==> config.mk <==
export PLATFORM = sky130hd
export DESIGN_NAME = paged_pc_unit
export DESIGN_NICKNAME = d
export VERILOG_FILES = /design/src/rtl/pcs_pkg.sv /design/src/rtl/pc_page_latch.sv /design/src/rtl/pc_ret_stack.sv /design/src/rtl/pc_next_sel.sv /design/src/rtl/paged_pc_unit.sv
export SDC_FILE = /design/constraint.sdc
export NUM_CORES = 1
export LEC_CHECK = 0
export ABC_AREA = 1
export BUFFER_PORTS_ARGS = -buffer_cell sky130_fd_sc_hd__buf_2
export CAP_MARGIN = 40
export CORE_ASPECT_RATIO = 1.1
export CORE_MARGIN = 2
export CORE_UTILIZATION = 30
export DETAILED_ROUTE_END_ITERATION = 10
export GPL_TIMING_DRIVEN = 0
export PLACE_DENSITY = 0.51
export SLEW_MARGIN = 10
export SYNTH_ARGS = -nofsm -noshare
export SYNTH_HDL_FRONTEND = slang
export SYNTH_SLANG_ARGS = --single-unit
==> constraint.sdc <==
create_clock -name clk -period 3.82 [get_ports clk]
set_input_delay 0.382 -clock clk [delete_from_list [all_inputs] [get_ports clk]]
set_output_delay 0.382 -clock clk [all_outputs]
set_load 0.005 [all_outputs]
==> src/rtl/pcs_pkg.sv <==
package pcs_pkg;
  typedef enum logic [2:0] {
    PC_OP_STEP  = 3'd0,
    PC_OP_LOWWR = 3'd1,
    PC_OP_JUMP  = 3'd2,
    PC_OP_CALL  = 3'd3,
    PC_OP_RET   = 3'd4
  } pc_op_e;
endpackage

==> src/rtl/pc_page_latch.sv <==
module pc_page_latch #(
  parameter int LAT_W = 8
) (
  input  logic             clk,
  input  logic             rst_n,
  input  logic             wr_en,
  input  logic [LAT_W-1:0] wr_data,
  output logic [LAT_W-1:0] lat_q
);
  logic [LAT_W-1:0] lat_d;

  always_comb begin
    lat_d = lat_q;
    if (wr_en) lat_d = wr_data;
  end

  always_ff @(posedge clk or negedge rst_n) begin
    if (!rst_n) lat_q <= '0;
    else        lat_q <= lat_d;
  end
endmodule

==> src/rtl/pc_ret_stack.sv <==
module pc_ret_stack #(
  parameter int DEPTH = 8,
  parameter int W     = 13
) (
  input  logic         clk,
  input  logic         rst_n,
  input  logic         push,
  input  logic         pop,
  input  logic [W-1:0] push_data,
  output logic [W-1:0] top_data
);
  localparam int PTR_W = (DEPTH > 1) ? $clog2(DEPTH) : 1;
  localparam logic [PTR_W-1:0] PTR_ONE = {{(PTR_W-1){1'b0}}, 1'b1};

  logic [PTR_W-1:0] ptr_q, ptr_d;
  logic [W-1:0]     ent_q [DEPTH];

  always_comb begin
    ptr_d = ptr_q;
    if (push)     ptr_d = ptr_q + PTR_ONE;
    else if (pop) ptr_d = ptr_q - PTR_ONE;
  end

  always_ff @(posedge clk or negedge rst_n) begin
    if (!rst_n) ptr_q <= '0;
    else        ptr_q <= ptr_d;
  end

  for (genvar g = 0; g < DEPTH; g++) begin : g_ent
    logic ent_en;
    assign ent_en = push && (ptr_q == PTR_W'(g));
    always_ff @(posedge clk) begin
      if (ent_en) ent_q[g] <= push_data;
    end
  end

  assign top_data = ent_q[ptr_q - PTR_ONE];
endmodule

==> src/rtl/pc_next_sel.sv <==
module pc_next_sel
  import pcs_pkg::*;
#(
  parameter int PC_W  = 13,
  parameter int LOW_W = 8,
  parameter int IMM_W = 11
) (
  input  logic [2:0]          op,
  input  logic [PC_W-1:0]     pc_q,
  input  logic [IMM_W-1:0]    imm,
  input  logic [LOW_W-1:0]    alu,
  input  logic [PC_W-LOW_W-1:0] page,
  input  logic [PC_W-1:0]     stk_top,
  output logic [PC_W-1:0]     pc_d,
  output logic                push,
  output logic                pop,
  output logic [PC_W-1:0]     ret_addr
);
  localparam int HI_W = PC_W - LOW_W;
  localparam int JHI  = PC_W - IMM_W;

  logic [PC_W-1:0] pc_inc;
  logic [PC_W-1:0] jmp_tgt;

  assign pc_inc   = pc_q + {{(PC_W-1){1'b0}}, 1'b1};
  assign jmp_tgt  = {page[HI_W-1 -: JHI], imm};
  assign ret_addr = pc_inc;

  always_comb begin
    pc_d = pc_inc;
    push = 1'b0;
    pop  = 1'b0;
    case (op)
      PC_OP_LOWWR: pc_d = {page, alu};
      PC_OP_JUMP:  pc_d = jmp_tgt;
      PC_OP_CALL: begin
        pc_d = jmp_tgt;
        push = 1'b1;
      end
      PC_OP_RET: begin
        pc_d = stk_top;
        pop  = 1'b1;
      end
      default: pc_d = pc_inc;
    endcase
  end
endmodule

==> src/rtl/paged_pc_unit.sv <==
module paged_pc_unit #(
  parameter int PC_W      = 13,
  parameter int LOW_W     = 8,
  parameter int IMM_W     = 11,
  parameter int LAT_W     = 8,
  parameter int STK_DEPTH = 8
) (
  input  logic             clk,
  input  logic             rst_n,
  input  logic [2:0]       op_sel,
  input  logic [IMM_W-1:0] imm,
  input  logic [LOW_W-1:0] alu_res,
  input  logic             latch_we,
  input  logic [LAT_W-1:0] latch_wdata,
  output logic [LOW_W-1:0] pcl_rdata,
  output logic [PC_W-1:0]  fetch_addr
);
  localparam int HI_W = PC_W - LOW_W;

  logic [PC_W-1:0]  pc_q, pc_d;
  logic [LAT_W-1:0] latch_q;
  logic [PC_W-1:0]  stk_top, ret_addr;
  logic             push, pop;
  logic             unused_lat_hi;

  assign unused_lat_hi = ^latch_q[LAT_W-1:HI_W];

  pc_page_latch #(.LAT_W(LAT_W)) u_latch (
    .clk     (clk),
    .rst_n   (rst_n),
    .wr_en   (latch_we),
    .wr_data (latch_wdata),
    .lat_q   (latch_q)
  );

  pc_next_sel #(.PC_W(PC_W), .LOW_W(LOW_W), .IMM_W(IMM_W)) u_sel (
    .op       (op_sel),
    .pc_q     (pc_q),
    .imm      (imm),
    .alu      (alu_res),
    .page     (latch_q[HI_W-1:0]),
    .stk_top  (stk_top),
    .pc_d     (pc_d),
    .push     (push),
    .pop      (pop),
    .ret_addr (ret_addr)
  );

  pc_ret_stack #(.DEPTH(STK_DEPTH), .W(PC_W)) u_stack (
    .clk       (clk),
    .rst_n     (rst_n),
    .push      (push),
    .pop       (pop),
    .push_data (ret_addr),
    .top_data  (stk_top)
  );

  always_ff @(posedge clk or negedge rst_n) begin
    if (!rst_n) pc_q <= '0;
    else        pc_q <= pc_d;
  end

  assign fetch_addr = pc_q;
  assign pcl_rdata  = pc_q[LOW_W-1:0];
endmodule

* After elaboration in Yosys (flattened, before gate mapping)
Memories as Yosys holds them, arrays and structs flattened.
Cells that the tools add are included.
** Storage, ports and cells
- Bits in writable memories :: 104
- Memories :: 1
- Output and inout port bits :: 21
- Word-level logic and storage cells :: 78
- Bits in registers :: 21
- Input bits :: 33
** Operators by class
- Eq/ne operators :: 11
- Add/subtract/negate cells :: 3
- Multiplexer cells :: 42
- Reductions and logical operators :: 18
** Memories
- u_stack.ent_q :: depth 8, width 13, read ports 1, clocked after memory_dff 0, wr ports 1, RTL line pc_ret_stack.sv:16 : logic [W-1:0] ent_q [DEPTH];
** Operator list (count)
- $mux 13 :: 7
- $reduce_or 13->1 :: 7
- $pmux 13 s3 :: 1
- $mux 3 :: 9
- $mux 1 :: 25
- $eq 3x3->1 const B :: 5
- $add 13x1->13 const B :: 1
- $eq 3x2->1 const B :: 4
- $logic_and 1x1->1 :: 8
- $eq 3x1->1 const B :: 2
- $add 3x1->3 const B :: 1
- $logic_not 3->1 :: 1
- $sub 3x1->3 const B :: 1
- $reduce_bool 2->1 :: 1
- $reduce_or 2->1 :: 1

* Logic depth before layout (Yosys ltp)
- Depth after elaboration :: 13
- Depth in mapped cells :: 10
- Mapped depth without buffers :: 8

* By module
Synthesis repeated with hierarchy kept, for this count alone.
** Unflattened totals
- Cell total of the unflattened synthesis :: 685
- Area total of the unflattened synthesis :: 6252.2 µm²
** Modules (own cells, without submodules)
- pc_ret_stack :: times used 1, cells each 486, sequential area each 3198.1 µm², area an instance 4824.6 µm²
- pc_next_sel :: times used 1, cells each 144, sequential area each 0.0 µm², area an instance 737.0 µm²
- paged_pc_unit :: times used 1, cells each 21, sequential area each 325.3 µm², area an instance 385.4 µm²
- pc_page_latch :: times used 1, cells each 34, sequential area each 200.2 µm², area an instance 305.3 µm²

* Worst setup path before layout
No wires, ideal clock.
- Path kind :: register to register
- Start :: reg u_stack.ptr_q[0]
- End :: mem u_stack.ent_q[0][0], enable pin
- Period minus slack after synthesis :: 2251 ps
- Data required time :: 3420 ps
- Path slack :: 1569 ps
- Library setup time :: 400 ps
- Stages on the path, launching flop included :: 6
- Arrival time :: 1851 ps
- Buffers on the path :: 1
- Cell sequence :: dfrtp_1 inv_2 buf_2 ha_1 inv_1 nor3_1
** Between the ends
- Elaborated cells between the ends (all ways) :: 53
- Those cells by class :: 7 x eq/ne; 30 x mux; 16 x reduce/logical
** RTL lines
- start, declared :: RTL line pc_ret_stack.sv:15 : logic [PTR_W-1:0] ptr_q, ptr_d;
- start signal, assigned :: RTL line pc_ret_stack.sv:26 : else ptr_q <= ptr_d;
- $logic_not 3->1 :: RTL line pc_ret_stack.sv:31 : assign ent_en = push && (ptr_q == PTR_W'(g));
- $logic_and 1x1->1 :: RTL line pc_ret_stack.sv:31
- via u_stack.g_ent[0].ent_en :: RTL line pc_ret_stack.sv:30 : logic ent_en;
- $mux 1 :: RTL line pc_ret_stack.sv:33 : if (ent_en) ent_q[g] <= push_data;
- $mux 1 (not written as such) :: RTL line pc_ret_stack.sv:33
- $mux 1 (no line) (7 in series)
- end, declared :: RTL line pc_ret_stack.sv:16
The timed path passes the listed nets, and every way through them passes these cells.

* Final worst setup path
- Start :: reg u_stack.ptr_q[0]
- End :: reg pc_q[3], in the netlist fetch_addr[3]
** Between the ends
- Word-level cells in the longest chain between the ends :: 3
** RTL lines
- $sub 3x1->3 :: RTL line pc_ret_stack.sv:37 : assign top_data = ent_q[ptr_q - PTR_ONE];
- $mem_v2 8x13
- $pmux 13 s3 :: RTL line pc_next_sel.sv:33 : case (op)
- via pc_d[3] :: RTL line paged_pc_unit.sv:20 : logic [PC_W-1:0] pc_q, pc_d;
- end signal, assigned :: RTL line paged_pc_unit.sv:60 : else pc_q <= pc_d;
- end, declared :: RTL line paged_pc_unit.sv:20
The timed path passes the listed nets, and every way through them passes these cells.
A chain may end at the register's enable or synchronous reset.

==> impl_results.md <==
- WL/cell: roughly 17 um
- Mapped Area: roughly 0.0057 sq mm
- Skew-Pair Late Insertion Delay: 0.42 ns
- CP max stage delay: between 0.5 and 0.6 ns
- Outcome: finished, final reports clean
- CP Cell Sequence: inv_2, buf_2, ha_1, inv_2, clkbuf_1, o21ai_0, o22ai_1, nand2_1, nand3_1
- Syn avg cell area: 10.3 sq um
- Fmax: 0.401 GHz
- Power density over cell area: 811 mW/mm^2
- Top Layer Used: met4
- Die Wd: around 140 um
- Root Buffer: clkbuf_16
- Async S/R FF share, synth: 16.8%
- Clk buf depth: 2
- Total negative setup slack: 0 ns
- Via density: ~4.6
- Max Slew Vio Count: 0
- Unrepaired setup endpoints after global routing: false
- DRC Markers: 0
- First-pass GRT wire length: 23,300 um
- Power share of the clock group: 29.0%
- Area leader, netlist: edfxtp_1
- Tmin final: 2.50 ns
- Initial core utilization: 30.4%
- # rows: 53
- Top Family by Delay on Critical Path: buffers and inverters
- Power Internal: ~3500 uW
- Sequential share of power: 33.8%
- Worst vdd ir: 0.409 mV
- NetSw: 2190 uW
- Commonest non-fill, non-tap cell in the layout: nand2_1
- Most used cell, CP: inv_2
- Number of global-route vias before repair: roughly 4,000
- Number of synthesized flops with an enable pin: 104
- Critical Path RT: 4.18 ns
- Sum of buffers and inverters on the critical path: 4
- GR Overflow Total: 0
- Most area-consuming cells after synthesis: edfxtp_1 (54%), dfrtp_1 (9.2%), nand2_1 (7.6%)
- Slew @ Worst Pin: 0.898 ns
- Seq cells post-synth: between 100 and 150
- YS warnings: 0
- DPL Wire Length: 11,000 um
- Global-route usage over all layers: between 10% and 20%
- Initial antenna violation count: 0
- Hold Fails Final Rpt: 0
- Core area: 0.0189 sq mm
- Most frequent cells in the layout: nand2_1 (116), edfxtp_1 (104), nor2_1 (72), buf_2 (59), inv_1 (49)
- CTS H-tree depth: 4
- Critical path's slowest cell: clkbuf_1
- R2r setup slk: 1.32 ns
- Clock sink total: around 130
- CTS buffer count: 17
- Routed wl met3: 710 um
- Ports: 54
- Area Growth Syn to Fin: 22.6%
- Setup bufs post-CTS: 0
- Main synth FF type: edfxtp_1
- Rel. slew slack: 39.8%
- Placer congestion estimate: 0.779
- Port Buf Inserts: 49
- Synthesized instance count: 555
- Mapped Nets: 596
- # fillers: 1,897
- Synth top area share: 54.4%
- Critical path capture point type: register
- CTS tree: done
- Clock slew at the register clock pins of the worst setup and hold paths: 0.06 ns
- Share of layout cells above drive strength 1: between 20% and 30%
- Synth cell types: 31
- DR iter-0 viols: 315
- Die area: 0.0202 sq mm
- Crit path kind: reg2reg
- Routed Antenna Nets: 0
- Largest net degree at the start of global routing: 22
- Ant. Diodes: 0
- Inst Count DP: around 860
- Nets: 673
- Lkg Pwr: 0.00286 uW
- Critical Path Source Type: register
- Final setup violation count: 0
- Crit share post-route: 65.4%
- Met2 Routed Length: between 7000 and 8000 um
- DRT Pass-1 Iters: 7
- M1 wire length: 6690 um
- Clock Skew: 0.0185 ns
- Share of the yosys chip area belonging to registers: 63.6%
- Via count: 4,101
- Comb power frac: a little under two fifths
- Total Wirelength: 15,200 um
- Worst path arrival time: about 2.9 ns
- Max Fanout on Critical Path: 12
- Worst hold path class: in2reg
- Die H: 149 um
- Max_cap viols: 0
- Non-Filler Instances: 892
- Switch share: 38.4%
==> stage by stage <==
stage / util [%] / area [sq um] / worst slack (ns) / total power [uW] / hold WS (ns)
after floorplan: - / 5740 / 1.57 / 3260 / 0.0864
after global placement: 33.3 / 6290 / 0.317 / 4010 / 0.375
after detailed placement: 33.9 / 6410 / 1.36 / 4070 / 0.385
after CTS: 37.2 / 7030 / 1.33 / 5740 / 0.163
after global routing: 37.2 / 7030 / 1.15 / 6050 / 0.186
final: 37.2 / 7030 / 1.32 / 5710 / 0.172
==> worst reg2reg max path: stages, from the launching register on <==
cell and delay, ns:
dfrtp_1 0.45, inv_2 0.11, buf_2 0.28, ha_1 0.33, inv_2 0.12, clkbuf_1 0.51, o21ai_0 0.23, o22ai_1 0.23
nand2_1 0.09, nand3_1 0.08
==> logic make-up (layout without fill, tap and decap cells) <==
group | Yosys count | in the layout | share of synthesized area, %
adders and majority gates | 8 | 8 | 1.74
AOI/OAI and AO/OA | 72 | 72 | 6.74
DFF | 125 | 125 | 63.6
xor gates and xnor gates | 6 | 6 | 1.18
and+or+nand+nor | 260 | 260 | 19.8
buffers and inverters | 84 | 174 | 6.96
==> final timing paths <==
| path | endpoint | start | cells past startpoint |
|---|---|---|---|
| max in group asynchronous | fetch_addr[7] | rst_n | 2 |
| max reg2reg | fetch_addr[3] | u_stack.ptr_q[0] | 9 |
| min | u_latch.lat_q[3] | latch_wdata[3] | 3 |
| max | fetch_addr[3] | u_stack.ptr_q[0] | 9 |
| min in group asynchronous | fetch_addr[3] | rst_n | 2 |
| min reg2reg | u_latch.lat_q[0] | u_latch.lat_q[0] | 2 |
==> cells in the mapped netlist, types with 4 or more instances <==
cell,number
nand2_1,116
edfxtp_1,104
nor2_1,74
inv_1,49
nand3_1,36
o21ai_0,27
o21ai_1,24
dfrtp_1,21
buf_2,10
buf_4,10
a21oi_1,9
ha_1,8
nand4_1,8
and2_1,7
nand3_2,7
o22ai_1,7
inv_2,6
nor3_1,6
clkbuf_1,5
xor2_1,4
==> power groups by stage <==
| stage | clock network [uW] | logic, uW | registers, uW |
|---|---|---|---|
| floorplan | 0 | 1340 | 1920 |
| global placement | 0 | 2050 | 1950 |
| detailed placement | 0 | 2110 | 1960 |
| CTS | 1680 | 2130 | 1930 |
| global route | 1740 | 2350 | 1950 |
| finish | 1660 | 2120 | 1930 |
==> flip-flops by register name (all words and copies together) (netlist names) <==
name / count
u_stack.ent_q: 104
u_stack.ptr_q: 3
u_latch.lat_q: 5
fetch_addr: 13
==> routing by layer <==
layer  vias to the layer above  track usage, %
met5                         -               0
met3                        22            3.19
met2                       113            26.6
met1                      1955            19.6
li1                       2011               -
met4                         0            6.77
==> area by class of cell <==
| class | instances | area [sq um] | share of cell area [%] |
|---|---|---|---|
| buffer | 29 | 193 | 2.74 |
| clock buffer | 17 | 425 | 6.05 |
| clock inverter | 15 | 189 | 2.69 |
| inverter | 55 | 206 | 2.94 |
| multi-input combinational | 346 | 1720 | 24.5 |
| sequential | 125 | 3650 | 51.9 |
| tap | 247 | 309 | 4.39 |
| timing repair buffer | 58 | 338 | 4.80 |
==> what timing repair did <==
| item | CTS | global route |
|---|---|---|
| resized for setup | 0 | 0 |
| hold buffers | 1 | 0 |
| endpoints found under the hold margin | 21 | 0 |
No activity file was read; power rests on OpenSTA's default activity.
